`src/rtl/adch_pkg.sv`:
```
package adch_pkg;
  typedef enum logic [2:0] {
    S_IDLE,
    S_ARM,
    S_FIRE,
    S_CONV,
    S_SEL,
    S_READ,
    S_HOLD
  } seq_state_e;
endpackage

```
`src/rtl/adch_sync.sv`:
```
module adch_sync #(
  parameter int STAGES = 2
) (
  input  logic clk,
  input  logic rst,
  input  logic d,
  output logic q
);
  logic [STAGES-1:0] chain;

  for (genvar i = 0; i < STAGES; i++) begin : g_stage
    if (i == 0) begin : g_first
      always_ff @(posedge clk) begin
        if (rst) chain[0] <= 1'b0;
        else     chain[0] <= d;
      end
    end else begin : g_next
      always_ff @(posedge clk) begin
        if (rst) chain[i] <= 1'b0;
        else     chain[i] <= chain[i-1];
      end
    end
  end

  assign q = chain[STAGES-1];
endmodule

```
`src/rtl/adch_timer.sv`:
```
module adch_timer #(
  parameter int W = 8
) (
  input  logic         clk,
  input  logic         rst,
  input  logic         load,
  input  logic [W-1:0] load_val,
  output logic         zero
);
  logic [W-1:0] cnt;

  always_ff @(posedge clk) begin
    if (rst)               cnt <= '0;
    else if (load)         cnt <= load_val;
    else if (cnt != '0)    cnt <= cnt - 1'b1;
  end

  assign zero = (cnt == '0);
endmodule

```
`src/rtl/adch_seq.sv`:
```
module adch_seq
  import adch_pkg::*;
#(
  parameter int DATA_W      = 8,
  parameter int TMO_W       = 16,
  parameter int PH_W        = 6,
  parameter int GD_W        = 3,
  parameter int START_W_CYC = 2,
  parameter int PWRUP_CYC   = 50,
  parameter int RD_LOW_CYC  = 2,
  parameter int GUARD_CYC   = 5
) (
  input  logic              clk,
  input  logic              rst,
  input  logic              trig_i,
  input  logic              pd_mode_i,
  input  logic [TMO_W-1:0]  tmo_limit_i,
  input  logic              busy_s,
  input  logic [DATA_W-1:0] rd_data_i,
  input  logic              ph_zero,
  input  logic              gd_zero,
  output logic              ph_load,
  output logic [PH_W-1:0]   ph_val,
  output logic              gd_load,
  output logic [GD_W-1:0]   gd_val,
  output logic              start_o,
  output logic              cs_n_o,
  output logic              rd_n_o,
  output logic [DATA_W-1:0] data_o,
  output logic              data_vld_o,
  output logic              err_o
);
  localparam logic [PH_W-1:0] PH_PWRUP = PH_W'(PWRUP_CYC - 1);
  localparam logic [PH_W-1:0] PH_START = PH_W'(START_W_CYC - 1);
  localparam logic [PH_W-1:0] PH_READ  = PH_W'(RD_LOW_CYC - 1);

  seq_state_e       st;
  logic             pd_q;
  logic [TMO_W-1:0] tmo_cnt;
  logic             tmo_hit;

  assign tmo_hit = (tmo_cnt >= tmo_limit_i);

  always_comb begin
    ph_load = 1'b0;
    ph_val  = PH_START;
    if (st == S_IDLE && trig_i) begin
      ph_load = 1'b1;
      ph_val  = pd_mode_i ? PH_PWRUP : PH_START;
    end else if (st == S_SEL) begin
      ph_load = 1'b1;
      ph_val  = PH_READ;
    end
  end

  assign gd_load = (st == S_READ) && ph_zero;
  assign gd_val  = GD_W'(GUARD_CYC - 1);

  always_ff @(posedge clk) begin
    if (rst) begin
      st         <= S_IDLE;
      pd_q       <= 1'b0;
      tmo_cnt    <= '0;
      start_o    <= 1'b0;
      cs_n_o     <= 1'b1;
      rd_n_o     <= 1'b1;
      data_o     <= '0;
      data_vld_o <= 1'b0;
      err_o      <= 1'b0;
    end else begin
      data_vld_o <= 1'b0;
      err_o      <= 1'b0;
      case (st)
        S_IDLE: begin
          if (trig_i) begin
            pd_q    <= pd_mode_i;
            start_o <= 1'b1;
            st      <= S_ARM;
          end
        end
        S_ARM: begin
          if (ph_zero && gd_zero) begin
            start_o <= 1'b0;
            tmo_cnt <= '0;
            st      <= S_FIRE;
          end
        end
        S_FIRE: begin
          if (busy_s) begin
            tmo_cnt <= '0;
            if (!pd_q) start_o <= 1'b1;
            st <= S_CONV;
          end else if (tmo_hit) begin
            err_o   <= 1'b1;
            start_o <= 1'b0;
            st      <= S_IDLE;
          end else begin
            tmo_cnt <= tmo_cnt + 1'b1;
          end
        end
        S_CONV: begin
          if (!busy_s) begin
            cs_n_o <= 1'b0;
            st     <= S_SEL;
          end else if (tmo_hit) begin
            err_o   <= 1'b1;
            start_o <= 1'b0;
            st      <= S_IDLE;
          end else begin
            tmo_cnt <= tmo_cnt + 1'b1;
          end
        end
        S_SEL: begin
          rd_n_o <= 1'b0;
          st     <= S_READ;
        end
        S_READ: begin
          if (ph_zero) begin
            rd_n_o     <= 1'b1;
            data_o     <= rd_data_i;
            data_vld_o <= 1'b1;
            st         <= S_HOLD;
          end
        end
        S_HOLD: begin
          cs_n_o <= 1'b1;
          st     <= S_IDLE;
        end
        default: st <= S_IDLE;
      endcase
    end
  end
endmodule

```
`src/rtl/adch_host.sv`:
```
module adch_host #(
  parameter int DATA_W      = 8,
  parameter int TMO_W       = 16,
  parameter int SYNC_STAGES = 2,
  parameter int START_W_CYC = 2,
  parameter int PWRUP_CYC   = 50,
  parameter int RD_LOW_CYC  = 2,
  parameter int GUARD_CYC   = 5
) (
  input  logic              clk,
  input  logic              rst,
  input  logic              trig_i,
  input  logic              pd_mode_i,
  input  logic [TMO_W-1:0]  tmo_limit_i,
  output logic              cnv_start_o,
  input  logic              cnv_busy_i,
  output logic              cs_n_o,
  output logic              rd_n_o,
  input  logic [DATA_W-1:0] rd_data_i,
  output logic [DATA_W-1:0] data_o,
  output logic              data_vld_o,
  output logic              err_o
);
  localparam int PH_MAX0 = (PWRUP_CYC > START_W_CYC) ? PWRUP_CYC : START_W_CYC;
  localparam int PH_MAX  = (PH_MAX0 > RD_LOW_CYC) ? PH_MAX0 : RD_LOW_CYC;
  localparam int PH_W    = $clog2(PH_MAX + 1);
  localparam int GD_W    = $clog2(GUARD_CYC + 1);

  logic            busy_s;
  logic            ph_load, ph_zero, gd_load, gd_zero;
  logic [PH_W-1:0] ph_val;
  logic [GD_W-1:0] gd_val;

  adch_sync #(.STAGES(SYNC_STAGES)) u_sync (
    .clk(clk), .rst(rst), .d(cnv_busy_i), .q(busy_s)
  );

  adch_timer #(.W(PH_W)) u_phase (
    .clk(clk), .rst(rst), .load(ph_load), .load_val(ph_val), .zero(ph_zero)
  );

  adch_timer #(.W(GD_W)) u_guard (
    .clk(clk), .rst(rst), .load(gd_load), .load_val(gd_val), .zero(gd_zero)
  );

  adch_seq #(
    .DATA_W(DATA_W), .TMO_W(TMO_W), .PH_W(PH_W), .GD_W(GD_W),
    .START_W_CYC(START_W_CYC), .PWRUP_CYC(PWRUP_CYC),
    .RD_LOW_CYC(RD_LOW_CYC), .GUARD_CYC(GUARD_CYC)
  ) u_seq (
    .clk(clk), .rst(rst), .trig_i(trig_i), .pd_mode_i(pd_mode_i),
    .tmo_limit_i(tmo_limit_i), .busy_s(busy_s), .rd_data_i(rd_data_i),
    .ph_zero(ph_zero), .gd_zero(gd_zero),
    .ph_load(ph_load), .ph_val(ph_val), .gd_load(gd_load), .gd_val(gd_val),
    .start_o(cnv_start_o), .cs_n_o(cs_n_o), .rd_n_o(rd_n_o),
    .data_o(data_o), .data_vld_o(data_vld_o), .err_o(err_o)
  );
endmodule

```
`config.mk`:
```
export PLATFORM = sky130hd
export DESIGN_NAME = adch_host
export DESIGN_NICKNAME = d
export VERILOG_FILES = /design/src/rtl/adch_pkg.sv /design/src/rtl/adch_sync.sv /design/src/rtl/adch_timer.sv /design/src/rtl/adch_seq.sv /design/src/rtl/adch_host.sv
export SDC_FILE = /design/constraint.sdc
export NUM_CORES = 1
export LEC_CHECK = 0
export ABC_CLOCK_PERIOD_IN_PS = 2900
export CAP_MARGIN = 10
export CELL_PAD_IN_SITES_DETAIL_PLACEMENT = 0
export CELL_PAD_IN_SITES_GLOBAL_PLACEMENT = 1
export CORE_MARGIN = 2
export CORE_UTILIZATION = 40
export DETAILED_ROUTE_END_ITERATION = 7
export GPL_TIMING_DRIVEN = 0
export PLACE_DENSITY_LB_ADDON = 0.1
export SETUP_SLACK_MARGIN = 0.15
export SLEW_MARGIN = 5
export SYNTH_ARGS = -nofsm -noshare
export SYNTH_HDL_FRONTEND = slang
export SYNTH_HIERARCHICAL = 1
export SYNTH_SLANG_ARGS = --single-unit
export TNS_END_PERCENT = 20
```
`constraint.sdc`:
```
create_clock -name clk -period 2.9 [get_ports clk]
set_input_delay 0.58 -clock clk [delete_from_list [all_inputs] [get_ports clk]]
set_output_delay 0.58 -clock clk [all_outputs]
set_load 0.01 [all_outputs]
```
# [After elaboration in Yosys (flattened, before gate mapping)]
# Cells that the tools add are included.
[word_totals] word_cells=90 register_bits=44
[classes] order_cmp=1 n_addsub=3 mux=36 bitwise=1 n_eq_ne=12 n_reduce_logical=23
[ops] cell="16-bit 2-to-1 mux" n=4
[ops] cell="16-bit one-hot mux with 3 select lines" n=1
[ops] cell="3-bit 2-to-1 mux" n=8
[ops] cell="6-bit 2-to-1 mux" n=4
[ops] cell="3-bit one-hot mux with 6 select lines" n=1
[ops] cell="16-bit by 1-bit adder with 16-bit output, second input constant" n=1
[ops] cell="16-bit >= comparator" n=1
[ops] cell="1-bit 2-to-1 mux" n=14
[ops] cell="3-bit == test, second input constant" n=3
[ops] cell="2-bit AND reduction" n=4
[ops] cell="2-bit nonzero test" n=4
[ops] cell="3-bit by 2-bit == test with 1-bit output, second input constant" n=2
[ops] cell="3-bit logical NOT" n=2
[ops] cell="6-bit logical NOT" n=1
[ops] cell="2-bit != test, second input constant" n=3
[ops] cell="1-bit one-hot mux with 2 select lines" n=3
[ops] cell="3-bit AND reduction" n=2
[ops] cell="3-bit nonzero test" n=2
[ops] cell="6-bit nonzero test" n=1
[ops] cell="6-bit by 1-bit subtractor with 6-bit output, second input constant" n=1
[ops] cell="5-bit AND reduction" n=1
[ops] cell="2-bit by 1-bit != test with 1-bit output, second input constant" n=2
[ops] cell="1-bit one-hot mux with 4 select lines" n=1
[ops] cell="4-bit nonzero test" n=1
[ops] cell="6 further kinds" n=9

# [Logic depth before layout (Yosys ltp)]
[logic_depth] depth_word=4 ltp_mapped=12

# [By module]
# Netlist, hierarchy kept.
[by_module_without_submodules] mod="adch_seq" cells_each=269 n_inst=1 area_each_um2=2068.2
[by_module_without_submodules] mod="adch_timer (u_phase)" cells_each=46 n_inst=1 area_each_um2=395.4
[by_module_without_submodules] mod="adch_timer (u_guard)" cells_each=22 n_inst=1 area_each_um2=206.4
[by_module_without_submodules] mod="adch_sync" cells_each=4 n_inst=1 area_each_um2=52.6

# [Worst setup path after synthesis]
# Ideal clock, no wire load.
[synth_path] path_kind="input to register" start="input tmo_limit_i[15]" end="register u_seq.tmo_cnt[1]" arrival_time_ns=2.296 path_slack_ns=0.476 path_buffers=2 path_stages=10 setup_time_ns=0.128 cell_sequence="inv_1 > ha_1 > nand4_1 > nor3_1 > or4b_1 > nand4_2 > buf_4 > buf_4 > mux2i_1 > nor2_1"
[synth_via] elab_chain_len=4 elab_cells_between_ends=5 classes_between="order compare (1); mux (4)"
[synth_lines] element="from (decl)" line_no="adch_host.sv:14" rtl="input logic [TMO_W-1:0] tmo_limit_i,"
[synth_lines] element="16-bit >= comparator *" line_no="adch_seq.sv:42" rtl="assign tmo_hit = (tmo_cnt >= tmo_limit_i);"
[synth_lines] element="16-bit 2-to-1 mux *"
[synth_lines] element="16-bit 2-to-1 mux (on tied branches)"
[synth_lines] element="16-bit one-hot mux with 3 select lines *"
[synth_lines] element="to (signal assigned)" line_no="adch_seq.sv:98" rtl="tmo_cnt <= tmo_cnt + 1'b1;"
[synth_lines] element="to (signal assigned)" line_no="adch_seq.sv:110" rtl="tmo_cnt <= tmo_cnt + 1'b1;"
[synth_lines] element="to (decl)" line_no="adch_seq.sv:39" rtl="logic [TMO_W-1:0] tmo_cnt;"
# Mark *: on every way between the ends. The rest lies on a longest branch, timed or not. The select of a mux whose other input is x is not followed.
# A chain may end at the register's enable or synchronous reset.

# [Final worst setup path]
[layout_path] start="input tmo_limit_i[0]" end="register u_seq.tmo_cnt[13]"
# Same word-level chain as after synthesis.

==> out/results.tsv <==
metric	value	unit
max_cap viols	0	
area of the multi-input gates	1770	um2
worst-path cell chain	clkdlybuf4s50_1 > ha_1 > nand2b_4 > a2111oi_4 > or4b_4 > nand4_4 > buf_6 > buf_6 > or3b_2 > a21oi_2	
power density cells	583	nW/um2
routed wire length	6.40	mm
final hold violation count	0	
initial antenna violation count	0	
H-tree depth	2	
row cnt	30	
Final setup violation count	0	
initial core utilization	0.407	
CTS tree	built	
Worst-Margin Slew	0.561	ns
worst r2r src	u_phase/cnt[2]	
layout cells sized above 1	0.146	
Synth Area per Inst	7.98	um2
RSZ-0062 raised after global routing	yes	
sequential fraction of the synthesis area	0.324	
Reg clk slew, reported paths	0.09	ns
total power	2.09	mW
CP Buf/Inv Count	3	
num ports	42	
Worst setup SP type	input port	
largest net degree at the start of global routing	17	
worst clock skew	0.0116	ns
critical-path maximum fanout	7	
gr usage total	0.176	
worst ir drop on vdd	0.269	mV
commonest non-fill, non-tap cell in the layout	dfxtp_1	
FF+latch count, synth	44	
gr ovfl total	0	
CTS Root Cell	clkbuf_8	
WP data required	3.14	ns
Post-route DRC	0	
synthesized area	2720	um2
achievable frequency	0.380	GHz
CP Class	input port to flop	
drt initial violations	136	
Syn-to-layout area delta	31.9	%
CP Depth	10	
first-pass GRT wire length	10.7	mm
DIE HEIGHT	86.5	um
clock sink count	44	
synth unique cells	58	
crit path DAT	2.87	ns
CP endpoint kind	flop	
GPL Wtd Cong	0.845	
Crit path largest cell delay	0.46	ns
DP HPWL	4.50	mm
CTS buffer count	5	
Die W	86.5	um
CTS Hold Buffers Added	0	
end point of the critical path	u_seq/tmo_cnt[13]	
Most common cell on crit path	buf_6	
CP startpoint	tmo_limit_i[0]	
CP top delay family	simple AND/OR/NAND/NOR gates	
Routed WL per cell	13.2	um
number of fill cells	658	
Cell Count Post-Placement	467	
Post-synth EDFFs	0	
Vias per Instance	5.29	
die area	7480	um2
period utilisation layout	0.906	
status	complete, no violations	
Main synth FF type	dfxtp_1	
Finished Layout Cells	483	
drt first pass iters	4	
Clock Tree Buf Depth	2	
core area	6680	um2
cells after synthesis	341	
vias in the first global route	2364	
fin. max-slew vios	0	
FF-to-FF End	u_seq/tmo_cnt[13]	
n_diodes	0	
nets@finish	452	
Port Buf Inserts	41	
worst reg-to-reg path cell count	10	
commonest non-fill, non-tap cells in the layout	dfxtp_1, clkdlybuf4s50_1, a21oi_1	
fin crit period	2.63	ns
worst hold path class	flop to flop	
FF/Latch Area	881	um2
r2r setup slk	0.30	ns
Vias	2553	
slowest stage cell, crit path	clkdlybuf4s50_1	
share of flip-flops with an asynchronous set or reset	0	
ANT nets after route	0	
leakage power total	1.38	nW
Worst-Skew Late Latency	0.30	ns
Ys Warns	6	
Slew HR	0.626	
area by class of cell:
cell class                 instances  area share
buffer                            21      0.0380
clock buffer                       8      0.0251
inverter                          30      0.0313
multi-input combinational        251       0.493
sequential                        44       0.245
tap                               80      0.0279
timing repair buffer              49       0.140
synthesized netlist by cell type, types with 9 or more instances:
master / n / area share
dfxtp_1: 44 / 0.32
a21oi_1: 35 / 0.064
nand2_1: 32 / 0.044
inv_1: 29 / 0.040
nor2_1: 22 / 0.030
ha_1: 21 / 0.097
o21ai_0: 13 / 0.024
nand3_1: 11 / 0.020
nor2b_1: 11 / 0.025
or3_1: 11 / 0.025
buf_4: 10 / 0.028
clkbuf_1: 9 / 0.012
routing by layer:
layer / track usage / share of wire
met5: 0 / 0
met4: 0.0426 / 0.010
met3: 0.0390 / 0.039
met2: 0.281 / 0.44
met1: 0.243 / 0.51
registers in the layout (all words and copies together), names as in the netlist:
| signal | count |
|---|---|
| u_sync/q | 1 |
| u_seq/rd_n_o | 1 |
| u_sync/chain | 1 |
| u_phase/cnt | 6 |
| u_seq/cs_n_o | 1 |
| u_guard/cnt | 3 |
| u_seq/tmo_cnt | 16 |
| u_seq/pd_q | 1 |
| u_seq/data_o | 8 |
| u_seq/st | 3 |
| u_seq/data_vld_o | 1 |
| u_seq/err_o | 1 |
| u_seq/start_o | 1 |
what timing repair did:
| item | CTS | global route |
|---|---|---|
| cloned | 0 | 1 |
| gates resized for setup | 4 | 24 |
| pin swaps | 2 | 15 |
| endpoints found under the setup margin | 15 | 16 |
| setup buffers | 2 | 5 |
through the flow:
stage                     worst slack, ns  instance area [um2]  utilization  hold slack, ns  setup TNS [ns]
after floorplan                     0.476                 2740            -           0.414               0
after global placement             -0.334                 3250        0.487           0.416           -3.48
after detailed placement           -0.344                 3250        0.487           0.431           -3.87
after CTS                           0.123                 3370        0.505           0.452               0
after global routing                0.125                 3590        0.538           0.470               0
final                               0.271                 3590        0.538           0.448               0
where the power goes:
| group | switching (mW) | leakage, nW | internal, mW |
|---|---|---|---|
| logic | 0.445 | 0.972 | 0.464 |
| clock network | 0.216 | 0.0455 | 0.195 |
| registers | 0.0905 | 0.358 | 0.683 |
cell families (layout without fill, tap and decap cells):
kind of cell | count (synthesis) | in the layout | synth area share
other | 2 | 7 | 0.00276
buffers and inverters | 51 | 108 | 0.0873
AO/OA/AOI/OAI | 77 | 77 | 0.179
flip-flops | 44 | 44 | 0.324
adder cells (fa/ha/maj) | 21 | 21 | 0.0965
AND/OR/NAND/NOR | 140 | 140 | 0.290
multiplexers | 2 | 2 | 0.00781
XOR/XNOR | 4 | 4 | 0.0129
how the worst min path moves through the flow:
stage	start	endpoint	depth (start not counted)
finish	u_sync/chain[0]	u_sync/q	1
global route	u_sync/chain[0]	u_sync/q	1
CTS	u_sync/chain[0]	u_sync/q	1
detailed placement	u_sync/chain[0]	u_sync/q	1
global placement	u_sync/chain[0]	u_sync/q	1
floorplan	u_sync/chain[0]	u_sync/q	1
Note: power is estimated with default switching activity, not from simulation.
